`config.mk`:
```
export PLATFORM = sky130hd
export DESIGN_NAME = exec_unit
export DESIGN_NICKNAME = d
export VERILOG_FILES = /design/src/rtl/exec_pkg.sv /design/src/rtl/exec_decode.sv /design/src/rtl/exec_shift.sv /design/src/rtl/exec_alu.sv /design/src/rtl/exec_unit.sv
export SDC_FILE = /design/constraint.sdc
export NUM_CORES = 1
export LEC_CHECK = 0
export BUFFER_PORTS_ARGS = -buffer_cell sky130_fd_sc_hd__buf_2
export CORE_MARGIN = 3
export CORE_UTILIZATION = 59
export DETAILED_ROUTE_END_ITERATION = 10
export PLACE_DENSITY = 0.85
export SLEW_MARGIN = 10
export SYNTH_ARGS = -nofsm -noshare
export SYNTH_HDL_FRONTEND = slang
export SYNTH_SLANG_ARGS = --single-unit
```
`constraint.sdc`:
```
create_clock -name vclk -period 7.05
set_input_delay 1.0575 -clock vclk [all_inputs]
set_output_delay 1.0575 -clock vclk [all_outputs]
set_load 0.01 [all_outputs]
```
`src/rtl/exec_pkg.sv`:
```
// Shared encodings and the decoded control word of the execute unit.
// Assumes the fixed 32-bit instruction layout described in the brief.
package exec_pkg;
    localparam int XLEN   = 32;
    localparam int RIDX_W = 5;
    localparam int IMM_W  = 16;

    localparam logic [5:0] OPC_RTYPE = 6'b000000;
    localparam logic [5:0] OPC_ADDI  = 6'b001000;
    localparam logic [5:0] OPC_ADDIU = 6'b001001;
    localparam logic [5:0] OPC_SLTI  = 6'b001010;
    localparam logic [5:0] OPC_SLTIU = 6'b001011;
    localparam logic [5:0] OPC_ANDI  = 6'b001100;
    localparam logic [5:0] OPC_ORI   = 6'b001101;
    localparam logic [5:0] OPC_LUI   = 6'b001111;

    localparam logic [5:0] FN_SLL  = 6'b000000;
    localparam logic [5:0] FN_SLLV = 6'b000100;
    localparam logic [5:0] FN_ADD  = 6'b100000;
    localparam logic [5:0] FN_ADDU = 6'b100001;
    localparam logic [5:0] FN_AND  = 6'b100100;
    localparam logic [5:0] FN_OR   = 6'b100101;
    localparam logic [5:0] FN_SLT  = 6'b101010;
    localparam logic [5:0] FN_SLTU = 6'b101011;

    typedef enum logic [2:0] {
        ALU_NONE, ALU_ADD, ALU_AND, ALU_OR, ALU_SLT, ALU_SLTU, ALU_LUI, ALU_SHL
    } alu_op_e;

    typedef struct packed {
        alu_op_e            op;
        logic               legal;
        logic               trap_en;
        logic               use_imm;
        logic               imm_zext;
        logic               shift_var;
        logic [RIDX_W-1:0]  dest;
    } exec_ctrl_t;
endpackage

```
`src/rtl/exec_decode.sv`:
```
// Instruction decoder: maps opcode/funct to a control word and picks the
// destination field. Assumes a 32-bit instruction word; unknown encodings
// leave the control word at its all-zero (not legal) value.
module exec_decode
    import exec_pkg::*;
(
    input  logic [31:0] instr,
    output exec_ctrl_t  ctrl
);
    logic [5:0]        opcode;
    logic [5:0]        funct;
    logic [RIDX_W-1:0] f_rt;
    logic [RIDX_W-1:0] f_rd;

    assign opcode = instr[31:26];
    assign funct  = instr[5:0];
    assign f_rt   = instr[20:16];
    assign f_rd   = instr[15:11];

    // Purpose: classify the instruction and fill in the control word.
    always_comb begin
        ctrl    = '0;
        ctrl.op = ALU_NONE;
        if (opcode == OPC_RTYPE) begin
            ctrl.legal = 1'b1;
            ctrl.dest  = f_rd;
            unique case (funct)
                FN_ADD:  begin ctrl.op = ALU_ADD; ctrl.trap_en = 1'b1; end
                FN_ADDU: ctrl.op = ALU_ADD;
                FN_AND:  ctrl.op = ALU_AND;
                FN_OR:   ctrl.op = ALU_OR;
                FN_SLT:  ctrl.op = ALU_SLT;
                FN_SLTU: ctrl.op = ALU_SLTU;
                FN_SLL:  ctrl.op = ALU_SHL;
                FN_SLLV: begin ctrl.op = ALU_SHL; ctrl.shift_var = 1'b1; end
                default: begin ctrl.legal = 1'b0; ctrl.dest = '0; end
            endcase
        end else begin
            ctrl.legal   = 1'b1;
            ctrl.use_imm = 1'b1;
            ctrl.dest    = f_rt;
            unique case (opcode)
                OPC_ADDI:  begin ctrl.op = ALU_ADD; ctrl.trap_en = 1'b1; end
                OPC_ADDIU: ctrl.op = ALU_ADD;
                OPC_SLTI:  ctrl.op = ALU_SLT;
                OPC_SLTIU: ctrl.op = ALU_SLTU;
                OPC_ANDI:  begin ctrl.op = ALU_AND; ctrl.imm_zext = 1'b1; end
                OPC_ORI:   begin ctrl.op = ALU_OR;  ctrl.imm_zext = 1'b1; end
                OPC_LUI:   ctrl.op = ALU_LUI;
                default:   begin
                    ctrl.legal   = 1'b0;
                    ctrl.use_imm = 1'b0;
                    ctrl.dest    = '0;
                end
            endcase
        end
    end
endmodule

```
`src/rtl/exec_shift.sv`:
```
// Logarithmic left shifter with zero fill. One generated stage per bit of
// the shift amount. Assumes W is a power of two.
module exec_shift #(
    parameter int W  = 32,
    localparam int SW = $clog2(W)
) (
    input  logic [W-1:0]  din,
    input  logic [SW-1:0] amt,
    output logic [W-1:0]  dout
);
    logic [W-1:0] stage [SW+1];

    assign stage[0] = din;

    // Purpose: stage k shifts by 2**k when bit k of the amount is set.
    for (genvar k = 0; k < SW; k++) begin : g_stage
        assign stage[k+1] = amt[k] ? (stage[k] << (1 << k)) : stage[k];
    end

    assign dout = stage[SW];
endmodule

```
`src/rtl/exec_alu.sv`:
```
// Operand selection, shared adder, logic ops, compares and upper-immediate.
// Overflow is computed only for trapping adds. Assumes XLEN >= 2*IMM_W.
module exec_alu
    import exec_pkg::*;
#(
    parameter int XW = XLEN,
    localparam int SW = $clog2(XW)
) (
    input  exec_ctrl_t       ctrl,
    input  logic [XW-1:0]    rs_val,
    input  logic [XW-1:0]    rt_val,
    input  logic [IMM_W-1:0] imm,
    input  logic [SW-1:0]    shamt,
    output logic [XW-1:0]    result,
    output logic             ovf
);
    logic [XW-1:0] imm_ext;
    logic [XW-1:0] opb;
    logic [XW-1:0] sum;
    logic [XW-1:0] shl;
    logic [SW-1:0] sh_amt;

    // Purpose: extend the immediate and choose the second operand.
    always_comb begin
        imm_ext = ctrl.imm_zext ? {{(XW-IMM_W){1'b0}}, imm}
                                : {{(XW-IMM_W){imm[IMM_W-1]}}, imm};
        opb     = ctrl.use_imm ? imm_ext : rt_val;
    end

    assign sum    = rs_val + opb;
    assign sh_amt = ctrl.shift_var ? rs_val[SW-1:0] : shamt;

    exec_shift #(.W(XW)) u_shift (
        .din  (rt_val),
        .amt  (sh_amt),
        .dout (shl)
    );

    // Purpose: pick the operation result.
    always_comb begin
        unique case (ctrl.op)
            ALU_ADD:  result = sum;
            ALU_AND:  result = rs_val & opb;
            ALU_OR:   result = rs_val | opb;
            ALU_SLT:  result = {{(XW-1){1'b0}}, ($signed(rs_val) < $signed(opb))};
            ALU_SLTU: result = {{(XW-1){1'b0}}, (rs_val < opb)};
            ALU_LUI:  result = {imm, {(XW-IMM_W){1'b0}}};
            ALU_SHL:  result = shl;
            default:  result = '0;
        endcase
    end

    // Purpose: signed overflow test for trapping adds.
    assign ovf = (ctrl.op == ALU_ADD) && ctrl.trap_en &&
                 (rs_val[XW-1] == opb[XW-1]) && (sum[XW-1] != rs_val[XW-1]);

    // Purpose: guard the arithmetic outputs.
    always_comb begin
        if (!ctrl.trap_en) begin
            assert_no_overflow_R3: assert (!ovf)
                else $error("wrapping add raised overflow");
        end
        if (ctrl.op == ALU_LUI) begin
            assert_lui_low_clear_R6: assert (result[IMM_W-1:0] == '0)
                else $error("upper-immediate low half not clear");
        end
        if (ctrl.op == ALU_SLT || ctrl.op == ALU_SLTU) begin
            assert_cmp_boolean_R5: assert (result[XW-1:1] == '0)
                else $error("compare result not 0/1");
        end
    end
endmodule

```
`src/rtl/exec_unit.sv`:
```
// Top of the integer execute unit. Fully combinational: decodes the
// instruction, computes the value and gates the register write with
// legality, overflow and the hard-wired zero register.
module exec_unit
    import exec_pkg::*;
#(
    parameter int XW = XLEN,
    localparam int SW = $clog2(XW)
) (
    input  logic [31:0]       instr,
    input  logic [XW-1:0]     rs_val,
    input  logic [XW-1:0]     rt_val,
    output logic [XW-1:0]     result,
    output logic [RIDX_W-1:0] dest_idx,
    output logic              wr_en,
    output logic              ovf_trap
);
    exec_ctrl_t ctrl;
    logic       ovf;

    exec_decode u_dec (
        .instr (instr),
        .ctrl  (ctrl)
    );

    exec_alu #(.XW(XW)) u_alu (
        .ctrl   (ctrl),
        .rs_val (rs_val),
        .rt_val (rt_val),
        .imm    (instr[IMM_W-1:0]),
        .shamt  (instr[6+SW-1:6]),
        .result (result),
        .ovf    (ovf)
    );

    // Purpose: drive destination, write gate and trap flag.
    always_comb begin
        dest_idx = ctrl.dest;
        ovf_trap = ovf;
        wr_en    = ctrl.legal && !ovf && (ctrl.dest != '0);
    end

    // Purpose: guard the write-side outputs.
    always_comb begin
        if (ovf_trap) begin
            assert_trap_blocks_write_R2: assert (!wr_en)
                else $error("write during overflow trap");
        end
        if (wr_en) begin
            assert_zero_dest_masked_R9: assert (dest_idx != '0)
                else $error("write to register 0");
        end
        if (!ctrl.legal) begin
            assert_unsupported_quiet_R10: assert (!wr_en && !ovf_trap && result == '0)
                else $error("unsupported instruction had an effect");
        end
    end
endmodule

```
==> out/qor.csv, run 1 <==
metric,value,unit
status,finished clean,
critical-path-max-stage-delay,430,ps
relSlewSlack,0.390,
worstPathBufferInverterCount,5,
wl,22.9,mm
setup_violations,0,
cp.required,5990,ps
grtUsageTotal,0.377,
grt_pass1_wl,35.1,mm
port_buffers,130,
die-area,0.0117,sq mm
drive_above_1_share,0.185,
cts_hold_buffers,0,
critPathMaxFanout,24,
drt-pass1-iter-count,6,
grt_overflow,0,
hold_class,in2out,
yosys.cell_types.count,69,
hold_viol_final,0,
hpwl,18.7,mm
yosys_warnings,0,
num_vias,7519,
worst_ep_arrival_time,5370,ps
cp_cell_sequence,buf_2 -> nor2_1 -> buf_4 -> nand2_1 -> a21oi_4 -> buf_4 -> mux2_2 -> inv_1 -> ha_1 -> a21oi_1 -> o21bai_1 -> nand2_1 -> nand3_1 -> or3_1 -> o22a_1 -> a31oi_1 -> xnor2_1 -> and2_1 -> buf_2,
crit_path_start_kind,primary input,
ant_nets,0,
grt_pass1_vias,6784,
yosysMostFrequentCell,ha_1,
num_io_pins,135,
netlist.top_cell.by_area,ha_1,
rsz0062_at_grt,no,
drc,0,
crit_type,in2out,
min_period,6430,ps
slowest_stage,mux2_2,
gp_congestion,1.04,
dr.first_iter.drc_count,895,
viasPerCell,6.69,
area_delta_synth_final,11.2,%
crit_path_end,ovf_trap,
maxCapViolations,0,
maxSlewViolCount,0,
grt_max_degree,36,
seq_cells,0,
p_per_area,78.1,mW/mm^2
postCtsSetupBuffers,0,
fp.dieW,108,um
fillers,955,
fmax,156,MHz
fp.dieH,108,um
whs,2460,ps
syn-mean-instance-area,6.78,sq um
routedWlPerCell,20.4,um
syn-num-nets,1100,
antenna_found_initial,0,
cts_resized,0,
min_period_over_period,0.911,
critical_path_cell_count,19,
critPathLaunch,instr[31],
synthTopCellsByArea,"ha_1, mux2i_1, a21oi_1",
dp_slack,712,ps
diodes,0,
p_leak,3.49,nW
n_clock_buffer,0,
start_util,0.617,
nNetsFinal,1186,
synth_cells,907,
ir_drop,0.0000390,V
fin_ws,624,ps
finalSetupTns,0,ps
crit_family,compound AO/OA/AOI/OAI gates,
tightest_slew,897,ps
hold_path_depth,3,
seq_area_frac_synth,0,
synthesis.area,0.00615,sq mm
end_kind,primary output,
p_total,0.534,mW
register_area,0,sq um
yosys.area.top_type_share,0.195,
core_area,0.00995,sq mm
rows,36,
netlist_top_cells_count,"ha_1, a21oi_1, inv_1",
-- layout by cell type (no fill, tap or decap), types with 7 or more instances in the layout --
cell type  count
nor2_1        77
o2111ai_1      7
mux2_2        20
buf_2        130
xnor2_1       18
nand4_1       11
mux2i_1       60
a22o_1         7
nor3_1        12
a21o_1        15
nand3_1       32
o21a_1        21
ha_1          96
nand2b_1       8
a211oi_1       8
a31oi_1        7
inv_1         82
nand2_1       77
o21ai_0       37
o211ai_1      10
xor2_1        11
a221oi_1      13
a21oi_1       82
o22ai_1       17
a22oi_1       23
and3_1         7
buf_4         15
o221ai_1       7
-- tightest hold or removal path, delay by kind of cell --
| kind | cells | cell delay [ps] |
|---|---|---|
| buffers and inverters | 2 | 210 |
| AO/OA/AOI/OAI | 1 | 140 |
-- kinds of logic (layout without fill, tap and decap cells) --
logic type / count (synthesis) / count (layout) / synth area share
multiplexers: 87 / 87 / 0.150
buffers and inverters: 143 / 227 / 0.0928
XOR/XNOR: 29 / 29 / 0.0413
adder cells (fa/ha/maj): 97 / 97 / 0.199
AND/OR/NAND/NOR: 262 / 262 / 0.202
AO/OA/AOI/OAI: 289 / 289 / 0.315
-- how the worst min path moves through the flow --
| stage | end | startpoint |
|---|---|---|
| after floorplan | dest_idx[1] | instr[12] |
| after global placement | dest_idx[1] | instr[17] |
| after detailed placement | dest_idx[0] | instr[16] |
| after CTS | dest_idx[0] | instr[16] |
| after global routing | dest_idx[1] | instr[17] |
| final | dest_idx[1] | instr[17] |
-- metrics by stage --
| stage | std cells | area [sq um] | util |
|---|---|---|---|
| finish | 1124 | 6840 | 0.687 |
| global route | 1124 | 6840 | 0.687 |
| CTS | 1124 | 6840 | 0.687 |
| detailed placement | 1124 | 6840 | 0.687 |
| global placement | 1124 | 6840 | 0.687 |
| floorplan | 907 | 6150 | - |
-- cell type report --
class	instances	area [sq um]	area share
Timing Repair Buffer	145	763	0.112
Tap cell	133	166	0.0243
Multi-Input combinational cell	764	5600	0.819
Inverter	82	308	0.0450
-- power by group --
part | leakage (nW) | switching [mW] | internal [mW]
logic | 3.49 | 0.329 | 0.205
clock network | 0 | 0 | 0
registers | 0 | 0 | 0
-- routing by layer --
metal | vias to the layer above | share of wire | GRT usage | wire length (um)
li1 | 3477 | - | - | -
met1 | 3429 | 0.40 | 0.509 | 9160
met2 | 531 | 0.43 | 0.597 | 9800
met3 | 82 | 0.13 | 0.0764 | 3060
met4 | 0 | 0.040 | 0.123 | 927
met5 | - | 0 | 0 | 0
(Power assumes the default switching activity.)
==> run 2, diff against run 1 <==
--- a/config.mk
+++ b/config.mk
@@ -6,7 +6,7 @@
 export NUM_CORES = 1
 export LEC_CHECK = 0
 export BUFFER_PORTS_ARGS = -buffer_cell sky130_fd_sc_hd__buf_2
-export CORE_MARGIN = 3
+export CORE_MARGIN = 5
 export CORE_UTILIZATION = 59
 export DETAILED_ROUTE_END_ITERATION = 10
 export PLACE_DENSITY = 0.85
==> run 2 against run 1 <==
Count of clock-buffer cells in the layout is the same. Critical endpoint unchanged. Via count up 1.1%. Non-clock buffer count is 2 higher. Sequential cell count did not move. Core utilization fell by 1.7 points. Fmax rose by 0.64%. Largest power group unchanged.
==> out/qor.csv, run 2 (synthesized netlist as in run 1, its figures left out) <==
metric,value,unit
status,finished clean,
rows,37,
min_period,6390,ps
critPathMaxFanout,26,
fillers,1000,
register_area,0,sq um
worstPathBufferInverterCount,5,
fp.dieH,112,um
num_io_pins,135,
end_kind,primary output,
dp_slack,763,ps
rsz0062_at_grt,no,
seq_cells,0,
crit_type,in2out,
port_buffers,130,
drc,0,
cts_resized,0,
grt_max_degree,36,
fin_ws,665,ps
postCtsSetupBuffers,0,
hold_viol_final,0,
hold_start,instr[17],
finalSetupTns,0,ps
die-area,0.0126,sq mm
routedWlPerCell,21.0,um
cp_cell_sequence,buf_2 -> nor2_1 -> buf_4 -> nand2_1 -> a21oi_4 -> buf_4 -> mux2_2 -> inv_1 -> ha_1 -> a21oi_1 -> o21bai_1 -> nand2_1 -> nand3_1 -> or3_1 -> o22a_1 -> a31oi_1 -> xnor2_1 -> and2_1 -> buf_2,
grt_overflow,0,
nNetsFinal,1188,
drive_above_1_share,0.186,
grt_pass1_vias,6872,
multi_input_area,0.00560,sq mm
cts_hold_buffers,0,
gp_congestion,1.09,
core_area,0.0102,sq mm
maxCapViolations,0,
num_vias,7601,
grt_pass1_wl,36.7,mm
hold_path_depth,3,
fmax,157,MHz
hold_class,in2out,
hpwl,19.4,mm
dr.first_iter.drc_count,1040,
cp.required,5990,ps
relSlewSlack,0.274,
wl,23.7,mm
maxSlewViolCount,0,
antenna_found_initial,0,
p_per_area,78.7,mW/mm^2
slowest_stage,mux2_2,
tightest_slew,1070,ps
final_cell_mix,"buf_2, ha_1, inv_1, a21oi_1",
diodes,0,
crit_path_start_kind,primary input,
crit_family,compound AO/OA/AOI/OAI gates,
ant_nets,0,
hold_end,dest_idx[1],
grtUsageTotal,0.354,
area_delta_synth_final,11.5,%
min_period_over_period,0.906,
critical-path-max-stage-delay,430,ps
n_clock_buffer,0,
ir_drop,0.0000447,V
viasPerCell,6.73,
start_util,0.601,
fp.dieW,112,um
setup_violations,0,
drt-pass1-iter-count,6,
final_common_cell,buf_2,
p_leak,3.50,nW
worst_ep_arrival_time,5330,ps
==> run 2: cell count changes in the layout (fill, tap and decap cells not counted), sizes merged <==
cell | before | now
buf | 145 | 147
==> run 2: report_power, final <==
| part | switching (mW) | total, mW | leakage [nW] | internal, mW |
|---|---|---|---|---|
| registers | 0 | 0 | 0 | 0 |
| logic | 0.333 | 0.540 | 3.50 | 0.207 |
| clock network | 0 | 0 | 0 | 0 |
| total | 0.333 | 0.540 | 3.50 | 0.207 |
==> run 2: worst max-delay path by stage <==
stage / from / to / slack, ps / cells after the start
floorplan: instr[31] / result[29] / 950 / 17
global placement: instr[31] / result[28] / 810 / 18
detailed placement: instr[31] / ovf_trap / 760 / 19
CTS: instr[31] / ovf_trap / 750 / 19
global route: instr[31] / result[31] / 420 / 19
finish: instr[31] / ovf_trap / 660 / 19
==> run 2: metrics by stage <==
stage | instances | total power, mW | utilization | instance area, sq um | hold WS [ps]
2_1_floorplan | 907 | 0.354 | - | 6150 | 2280
3_3_place_gp | 1129 | 0.512 | 0.670 | 6860 | 2450
3_5_place_dp | 1129 | 0.518 | 0.670 | 6860 | 2450
4_1_cts | 1129 | 0.521 | 0.670 | 6860 | 2450
5_1_grt | 1129 | 0.581 | 0.670 | 6860 | 2470
6_report | 1129 | 0.540 | 0.670 | 6860 | 2450
==> run 2: final cells by class <==
class	instances	area share
Inverter	82	0.0449
Multi-Input combinational cell	764	0.817
Tap cell	136	0.0248
Timing Repair Buffer	147	0.114
==> run 2: tightest hold or removal path: stages <==
cell    delay, ps
buf_2          70
a22o_1        130
buf_2         130
==> run 2: routing by layer <==
layer | vias to the layer above | wire [um] | share of wire | GRT usage
met1 | 3505 | 9730 | 0.41 | 0.498
met3 | 73 | 2900 | 0.12 | 0.0480
met4 | 0 | 999 | 0.042 | 0.118
met5 | - | 0 | 0 | 0
li1 | 3482 | - | - | -
met2 | 541 | 10100 | 0.43 | 0.558
